$ cat src/rtl/lpc_fwh_pkg.sv
package lpc_fwh_pkg;
    localparam int NIB_W         = 4;
    localparam int ADDR_W        = 32;
    localparam int DATA_W        = 32;
    localparam int FWH_ADDR_NIBS = 7;
    localparam int LPC_ADDR_NIBS = 8;
    localparam int LPC_MIN_WAITS = 2;
    localparam int CNT_W         = $clog2(DATA_W / NIB_W);
    localparam int WAIT_W        = $clog2(LPC_MIN_WAITS + 1);

    localparam logic [NIB_W-1:0] START_FWH_RD = 4'b1101;
    localparam logic [NIB_W-1:0] START_FWH_WR = 4'b1110;
    localparam logic [NIB_W-1:0] START_LPC    = 4'b0000;
    localparam logic [NIB_W-1:0] TYPE_MEM_RD  = 4'b0100;
    localparam logic [NIB_W-1:0] TYPE_MEM_WR  = 4'b0110;
    localparam logic [NIB_W-1:0] SYNC_READY   = 4'b0000;
    localparam logic [NIB_W-1:0] SYNC_WAIT    = 4'b0101;
    localparam logic [NIB_W-1:0] NIB_TAR      = 4'b1111;

    typedef enum logic [3:0] {
        S_IDLE, S_START, S_ADDR, S_SIZE, S_DATA,
        S_TAR1, S_TAR2, S_SYNC, S_RDATA, S_TAR3
    } state_e;

    typedef enum logic [2:0] {
        K_NONE, K_FWH_RD, K_FWH_WR, K_LPC_RD, K_LPC_WR
    } kind_e;

    typedef struct packed {
        state_e              st;
        logic [NIB_W-1:0]    start;
        logic                fwh;
        logic                wr;
        logic [ADDR_W-1:0]   addr;
        logic [CNT_W-1:0]    cnt;
        logic [1:0]          nb;
        logic [DATA_W-1:0]   data;
        logic                have;
        logic [WAIT_W-1:0]   waits;
    } regs_t;
endpackage

$ cat src/rtl/lpc_fwh_start_decode.sv
module lpc_fwh_start_decode
    import lpc_fwh_pkg::*;
(
    input  logic [NIB_W-1:0] start_nib,
    input  logic [NIB_W-1:0] next_nib,
    input  logic [NIB_W-1:0] strap_id,
    output kind_e            kind
);
    always_comb begin
        kind = K_NONE;
        unique case (start_nib)
            START_FWH_RD: if (next_nib == strap_id) kind = K_FWH_RD;
            START_FWH_WR: if (next_nib == strap_id) kind = K_FWH_WR;
            START_LPC: begin
                if (next_nib == TYPE_MEM_RD)      kind = K_LPC_RD;
                else if (next_nib == TYPE_MEM_WR) kind = K_LPC_WR;
            end
            default: kind = K_NONE;
        endcase
    end
endmodule

$ cat src/rtl/lpc_fwh_size_decode.sv
module lpc_fwh_size_decode
    import lpc_fwh_pkg::*;
(
    input  logic [NIB_W-1:0] size_nib,
    output logic             size_ok,
    output logic [1:0]       size_nb
);
    always_comb begin
        size_ok = 1'b1;
        size_nb = 2'd0;
        unique case (size_nib)
            4'b0000: size_nb = 2'd0;
            4'b0001: size_nb = 2'd1;
            4'b0010: size_nb = 2'd3;
            default: size_ok = 1'b0;
        endcase
    end
endmodule

$ cat src/rtl/lpc_fwh_target.sv
module lpc_fwh_target
    import lpc_fwh_pkg::*;
(
    input  logic              clk,
    input  logic              rst_n,
    input  logic              frame_n,
    input  logic [NIB_W-1:0]  bus_in,
    output logic [NIB_W-1:0]  bus_out,
    output logic              bus_oe,
    input  logic [NIB_W-1:0]  strap_id,
    output logic              mem_req,
    output logic              mem_we,
    output logic [ADDR_W-1:0] mem_addr,
    output logic [1:0]        mem_size,
    output logic [DATA_W-1:0] mem_wdata,
    input  logic              mem_rvalid,
    input  logic [DATA_W-1:0] mem_rdata
);
    regs_t q, d;
    kind_e kind;
    logic  size_ok;
    logic [1:0] size_nb;
    logic  sync_go;
    logic  drive;
    logic [CNT_W-1:0] last_idx;

    lpc_fwh_start_decode u_start (
        .start_nib (q.start),
        .next_nib  (bus_in),
        .strap_id  (strap_id),
        .kind      (kind)
    );

    lpc_fwh_size_decode u_size (
        .size_nib (bus_in),
        .size_ok  (size_ok),
        .size_nb  (size_nb)
    );

    assign last_idx = CNT_W'({q.nb, 1'b1});
    assign sync_go  = q.wr || (q.have && (q.fwh || q.waits == WAIT_W'(LPC_MIN_WAITS)));

    always_comb begin
        d = q;
        if (!frame_n) begin
            d.st    = S_START;
            d.start = bus_in;
        end else begin
            unique case (q.st)
                S_START: begin
                    d.fwh   = (kind == K_FWH_RD) || (kind == K_FWH_WR);
                    d.wr    = (kind == K_FWH_WR) || (kind == K_LPC_WR);
                    d.addr  = '0;
                    d.data  = '0;
                    d.nb    = 2'd0;
                    d.have  = 1'b0;
                    d.waits = '0;
                    d.cnt   = d.fwh ? CNT_W'(FWH_ADDR_NIBS - 1) : CNT_W'(LPC_ADDR_NIBS - 1);
                    d.st    = (kind == K_NONE) ? S_IDLE : S_ADDR;
                end
                S_ADDR: begin
                    d.addr = {q.addr[ADDR_W-NIB_W-1:0], bus_in};
                    if (q.cnt == '0) begin
                        d.cnt = '0;
                        if (q.fwh)     d.st = S_SIZE;
                        else if (q.wr) d.st = S_DATA;
                        else           d.st = S_TAR1;
                    end else begin
                        d.cnt = q.cnt - 1'b1;
                    end
                end
                S_SIZE: begin
                    if (size_ok) begin
                        d.nb = size_nb;
                        d.st = q.wr ? S_DATA : S_TAR1;
                    end else begin
                        d.st = S_IDLE;
                    end
                end
                S_DATA: begin
                    d.data[{q.cnt, 2'b00} +: NIB_W] = bus_in;
                    if (q.cnt == last_idx) d.st = S_TAR1;
                    else                   d.cnt = q.cnt + 1'b1;
                end
                S_TAR1, S_TAR2, S_SYNC: begin
                    if (!q.wr && !q.have && mem_rvalid) begin
                        d.data = mem_rdata;
                        d.have = 1'b1;
                    end
                    if (q.st == S_TAR1)      d.st = S_TAR2;
                    else if (q.st == S_TAR2) d.st = S_SYNC;
                    else if (sync_go) begin
                        d.st  = q.wr ? S_TAR3 : S_RDATA;
                        d.cnt = '0;
                    end else if (q.waits != WAIT_W'(LPC_MIN_WAITS)) begin
                        d.waits = q.waits + 1'b1;
                    end
                end
                S_RDATA: begin
                    if (q.cnt == last_idx) d.st = S_TAR3;
                    else                   d.cnt = q.cnt + 1'b1;
                end
                S_TAR3:  d.st = S_IDLE;
                default: d.st = S_IDLE;
            endcase
        end
    end

    always_ff @(posedge clk or negedge rst_n) begin
        if (!rst_n) q <= '0;
        else        q <= d;
    end

    always_comb begin
        drive   = 1'b0;
        bus_out = NIB_TAR;
        unique case (q.st)
            S_TAR2, S_TAR3: drive = 1'b1;
            S_SYNC: begin
                drive   = 1'b1;
                bus_out = sync_go ? SYNC_READY : SYNC_WAIT;
            end
            S_RDATA: begin
                drive   = 1'b1;
                bus_out = q.data[{q.cnt, 2'b00} +: NIB_W];
            end
            default: drive = 1'b0;
        endcase
    end

    assign bus_oe    = drive && frame_n;
    assign mem_req   = (q.st == S_TAR1);
    assign mem_we    = q.wr;
    assign mem_addr  = q.addr;
    assign mem_size  = q.nb;
    assign mem_wdata = q.data;
endmodule

$ cat config.mk
export PLATFORM = sky130hd
export DESIGN_NAME = lpc_fwh_target
export DESIGN_NICKNAME = d
export VERILOG_FILES = /design/src/rtl/lpc_fwh_pkg.sv /design/src/rtl/lpc_fwh_start_decode.sv /design/src/rtl/lpc_fwh_size_decode.sv /design/src/rtl/lpc_fwh_target.sv
export SDC_FILE = /design/constraint.sdc
export NUM_CORES = 1
export LEC_CHECK = 0
export ABC_AREA = 0
export BUFFER_PORTS_ARGS = -buffer_cell sky130_fd_sc_hd__buf_2
export CORE_AREA = 8 8 145 147
export DETAILED_ROUTE_END_ITERATION = 12
export DIE_AREA = 0 0 153 155
export MAX_ROUTING_LAYER = met4
export PLACE_DENSITY = 0.57
export SLEW_MARGIN = 30
export SYNTH_ARGS = -nofsm -noshare
export SYNTH_HDL_FRONTEND = slang
export SYNTH_SLANG_ARGS = --single-unit
$ cat constraint.sdc
create_clock -name clk -period 2.75 [get_ports clk]
set_input_delay 0.1375 -clock clk [delete_from_list [all_inputs] [get_ports clk]]
set_output_delay 0.1375 -clock clk [all_outputs]
set_load 0.02 [all_outputs]
==> summary.md <==
| Metric | Value |
|---|---|
| Number of inserted filler cells in the final layout | `1988` |
| Number of detailed-route iterations in the first pass | `4` |
| Maximum clock frequency | `436 MHz` |
| Capturing element type of the critical path | `primary output` |
| Cell leakage power | `2.86 nW` |
| Clock Tree Root | `clkbuf_16` |
| Max-capacitance violation count | `0` |
| Arrival time reported for the critical path endpoint | `2.16 ns` |
| Slowest cell on the critical path | `dfrtp_1` |
| Number of antenna violations at the first check in global routing | `0` |
| Count of unique library cells instantiated by Yosys | `67` |
| Top-area cell type share of the netlist area | `37.5%` |
| Family of cells with the greatest summed delay on the critical path | `flip-flops` |
| Setup TNS | `0 ns` |
| Number of buffers added by the clock tree synthesis step | `9` |
| Main synth FF type | `dfrtp_1` |
| Post-synthesis sequential area ratio | `37.5%` |
| Async set or reset register ratio after synthesis | `100%` |
| Slew at the pin closest to its max-slew limit | `0.667 ns` |
| Initial Utilization | `28.9%` |
| Final hold vios | `0` |
| Warning count from the yosys run | `0` |
| GRT Overall Usage | `14.2%` |
| Chain of cells forming the critical path | `inv_1, nor2_4, a21oi_1, a31oi_1, o21ai_0, buf_2` |
| Cell type with the highest aggregate area in the netlist | `dfrtp_1` |
| Number of buffers inserted to repair setup after CTS | `0` |
| DRC | `0` |
| Count of antenna-violating nets left after detailed routing | `0` |
| WL per Instance | `18.8 um` |
| Post-detailed-placement cell area | `0.00577 sq mm` |
| RSZ-0062 raised after global routing | `false` |
| Net total in the final layout | `684` |
| Initial detailed-routing violation count | `304` |
| Net count after synthesis | `649` |
| Most used standard cells in the synthesized netlist | `nand2_1, dfrtp_1, buf_4` |
| Count of H-tree levels built during CTS | `3` |
| Run status | `finished, final reports clean` |
| Wire length of the first global-routing pass | `25600 um` |
| Largest net degree at the start of global routing | `66` |
| Max stage delay on crit path | `0.63 ns` |
| Final Slew Violations | `0` |
| Count of buffering cells on the critical path with inverters included | `2` |
| Biggest area contributors in the synthesized netlist | `dfrtp_1, buf_4, nand2_1` |
| Total congestion overflow | `0` |
| Worst-case headroom to the max-slew limit | `55.5%` |
| Area of the mapped netlist | `0.00548 sq mm` |
| Largest fanout on the critical path | `13` |
| Number of global-route vias before repair | `4370` |
| Max Buffers Root-to-Sink | `2` |
| Part of the cycle the worst path needs | `83.4%` |
| Number of enable-type register cells in the synthesized netlist | `0` |
| Count of endpoints failing setup in the final report | `0` |
| Die Footprint | `0.0237 sq mm` |
| Setup Crit Path Kind | `flop to primary output` |
| Mapped Cells | `597` |
| Required arrival time at the worst endpoint | `2.61 ns` |
| Number of diodes added for antenna fixing | `0` |
| Worst hold-check path type | `primary input to flop` |
| Final min period | `2.29 ns` |
| Flops & latches, synth | `82` |
| Most instantiated library cell after synthesis | `nand2_1` |
| Floorplan die height | `155 um` |
| Worst Skew | `0.00894 ns` |
| PwrDens | `432 mW/mm^2` |
| Gp weighted congestion | `0.841` |
| Growth of design area from synthesis to finish | `10.7%` |
| Number of primary I/O pins | `117` |
| Type of element launching the critical path | `flop` |
| Clock tree from TritonCTS | `built` |
| Final Instance Area | `0.00606 sq mm` |
| Routed vias | `4422` |
| Die width | `153 um` |
| Clock input transition at the sequential cells of the worst setup and hold paths | `0.07 ns` |
| Clk Latency, worst-skew pair | `0.35 ns` |
| Maximum resistive drop on vdd | `0.000230 V` |
| Via density | `5.05` |
| Share of cells above drive strength 1 | `29.0%` |
| Placeable core region | `0.0190 sq mm` |
| Routed Wire Length | `16500 um` |
| DP Wirelength | `12400 um` |
| Port Buffer Count | `116` |
| Post-Synthesis Mean Instance Area | `9.17 sq um` |
| Sinks on the clock net | `82` |
| Core Rows | `51` |
## worst paths after layout
| kind | start | end | slack [ns] | cells past startpoint |
|---|---|---|---|---|
| worst min register to register | mem_addr[30] | mem_addr[30] | 0.51 | 2 |
| worst max register to register | q[79] | q[80] | 0.59 | 5 |
| max in group asynchronous | rst_n | mem_addr[1] | 1.73 | 3 |
| worst max-delay path | q[80] | bus_out[2] | 0.46 | 6 |
| worst min-delay path | mem_rdata[4] | mem_wdata[4] | 0.08 | 3 |
| min in group asynchronous | rst_n | mem_wdata[13] | 0.29 | 2 |
## area by class of cell
| type | count | area, sq um | area share (%) |
|---|---|---|---|
| clock inverter | 6 | 48.8 | 0.805 |
| timing repair buffer | 131 | 698 | 11.5 |
| clock buffer | 10 | 229 | 3.78 |
| multi-input combinational | 398 | 2700 | 44.5 |
| tap | 238 | 298 | 4.91 |
| sequential | 82 | 2050 | 33.9 |
| inverter | 10 | 37.5 | 0.619 |
## worst register-to-register path: stages (launching register included)
cell and delay, ns:
dfrtp_1 0.68, or3b_4 0.49, o22ai_1 0.20, o2111ai_2 0.18, nand2_1 0.16, mux2_1 0.34
## layout by cell type (no fill, tap or decap), types with 9 or more instances in the layout
cell type	count
and2_1	12
buf_2	115
buf_4	15
clkbuf_16	9
dfrtp_1	82
mux2i_1	37
nand2_1	106
nand3_1	35
nor2_1	17
o21ai_0	9
o21ai_1	37
o221ai_1	28
## through the flow
| step | power [mW] | std cells | setup WS [ns] | util [%] | hold WS, ns |
|---|---|---|---|---|---|
| CTS | 2.65 | 875 | 0.487 | 32.0 | 0.0767 |
| detailed placement | 1.48 | 858 | 0.625 | 30.5 | 0.130 |
| global route | 2.72 | 875 | 0.300 | 32.0 | 0.0829 |
| global placement | 1.48 | 858 | 0.623 | 30.5 | 0.132 |
| finish | 2.62 | 875 | 0.455 | 32.0 | 0.0775 |
| floorplan | 1.38 | 597 | 0.488 | - | -0.158 |
## flip-flops by register name (all words and copies together), names as in the netlist
register	count
mem_we	1
mem_addr	32
mem_wdata	32
mem_size	2
q	15
## repair_timing
item | 4_1_cts | 5_1_grt
hold buffers | 1 | 0
gates resized for setup | 0 | 0
hold endpoints to repair | 32 | 0
## logic make-up after synthesis
| family | synth area share [%] |
|---|---|
| DFF | 37.5 |
| muxes | 11.8 |
| xor gates and xnor gates | 1.44 |
| and+or+nand+nor | 19.1 |
| buffers and inverters | 13.4 |
| AOI/OAI and AO/OA | 15.0 |
| adders and majority gates | 1.83 |
## metal layers
layer | share of wire (%) | global-route usage, % | up-vias
met4 | 2.1 | 5.00 | 0
met2 | 46 | 21.5 | 123
met3 | 4.9 | 2.88 | 21
met1 | 47 | 18.6 | 2146
li1 | - | - | 2132
met5 | 0 | - | -
## where the power goes
group / leakage, nW / switching [mW] / internal, mW
Clock: 0.138 / 0.539 / 0.624
Sequential: 1.12 / 0.0236 / 1.22
Combinational: 1.60 / 0.132 / 0.0795
No activity file was read; power rests on OpenSTA's default activity.
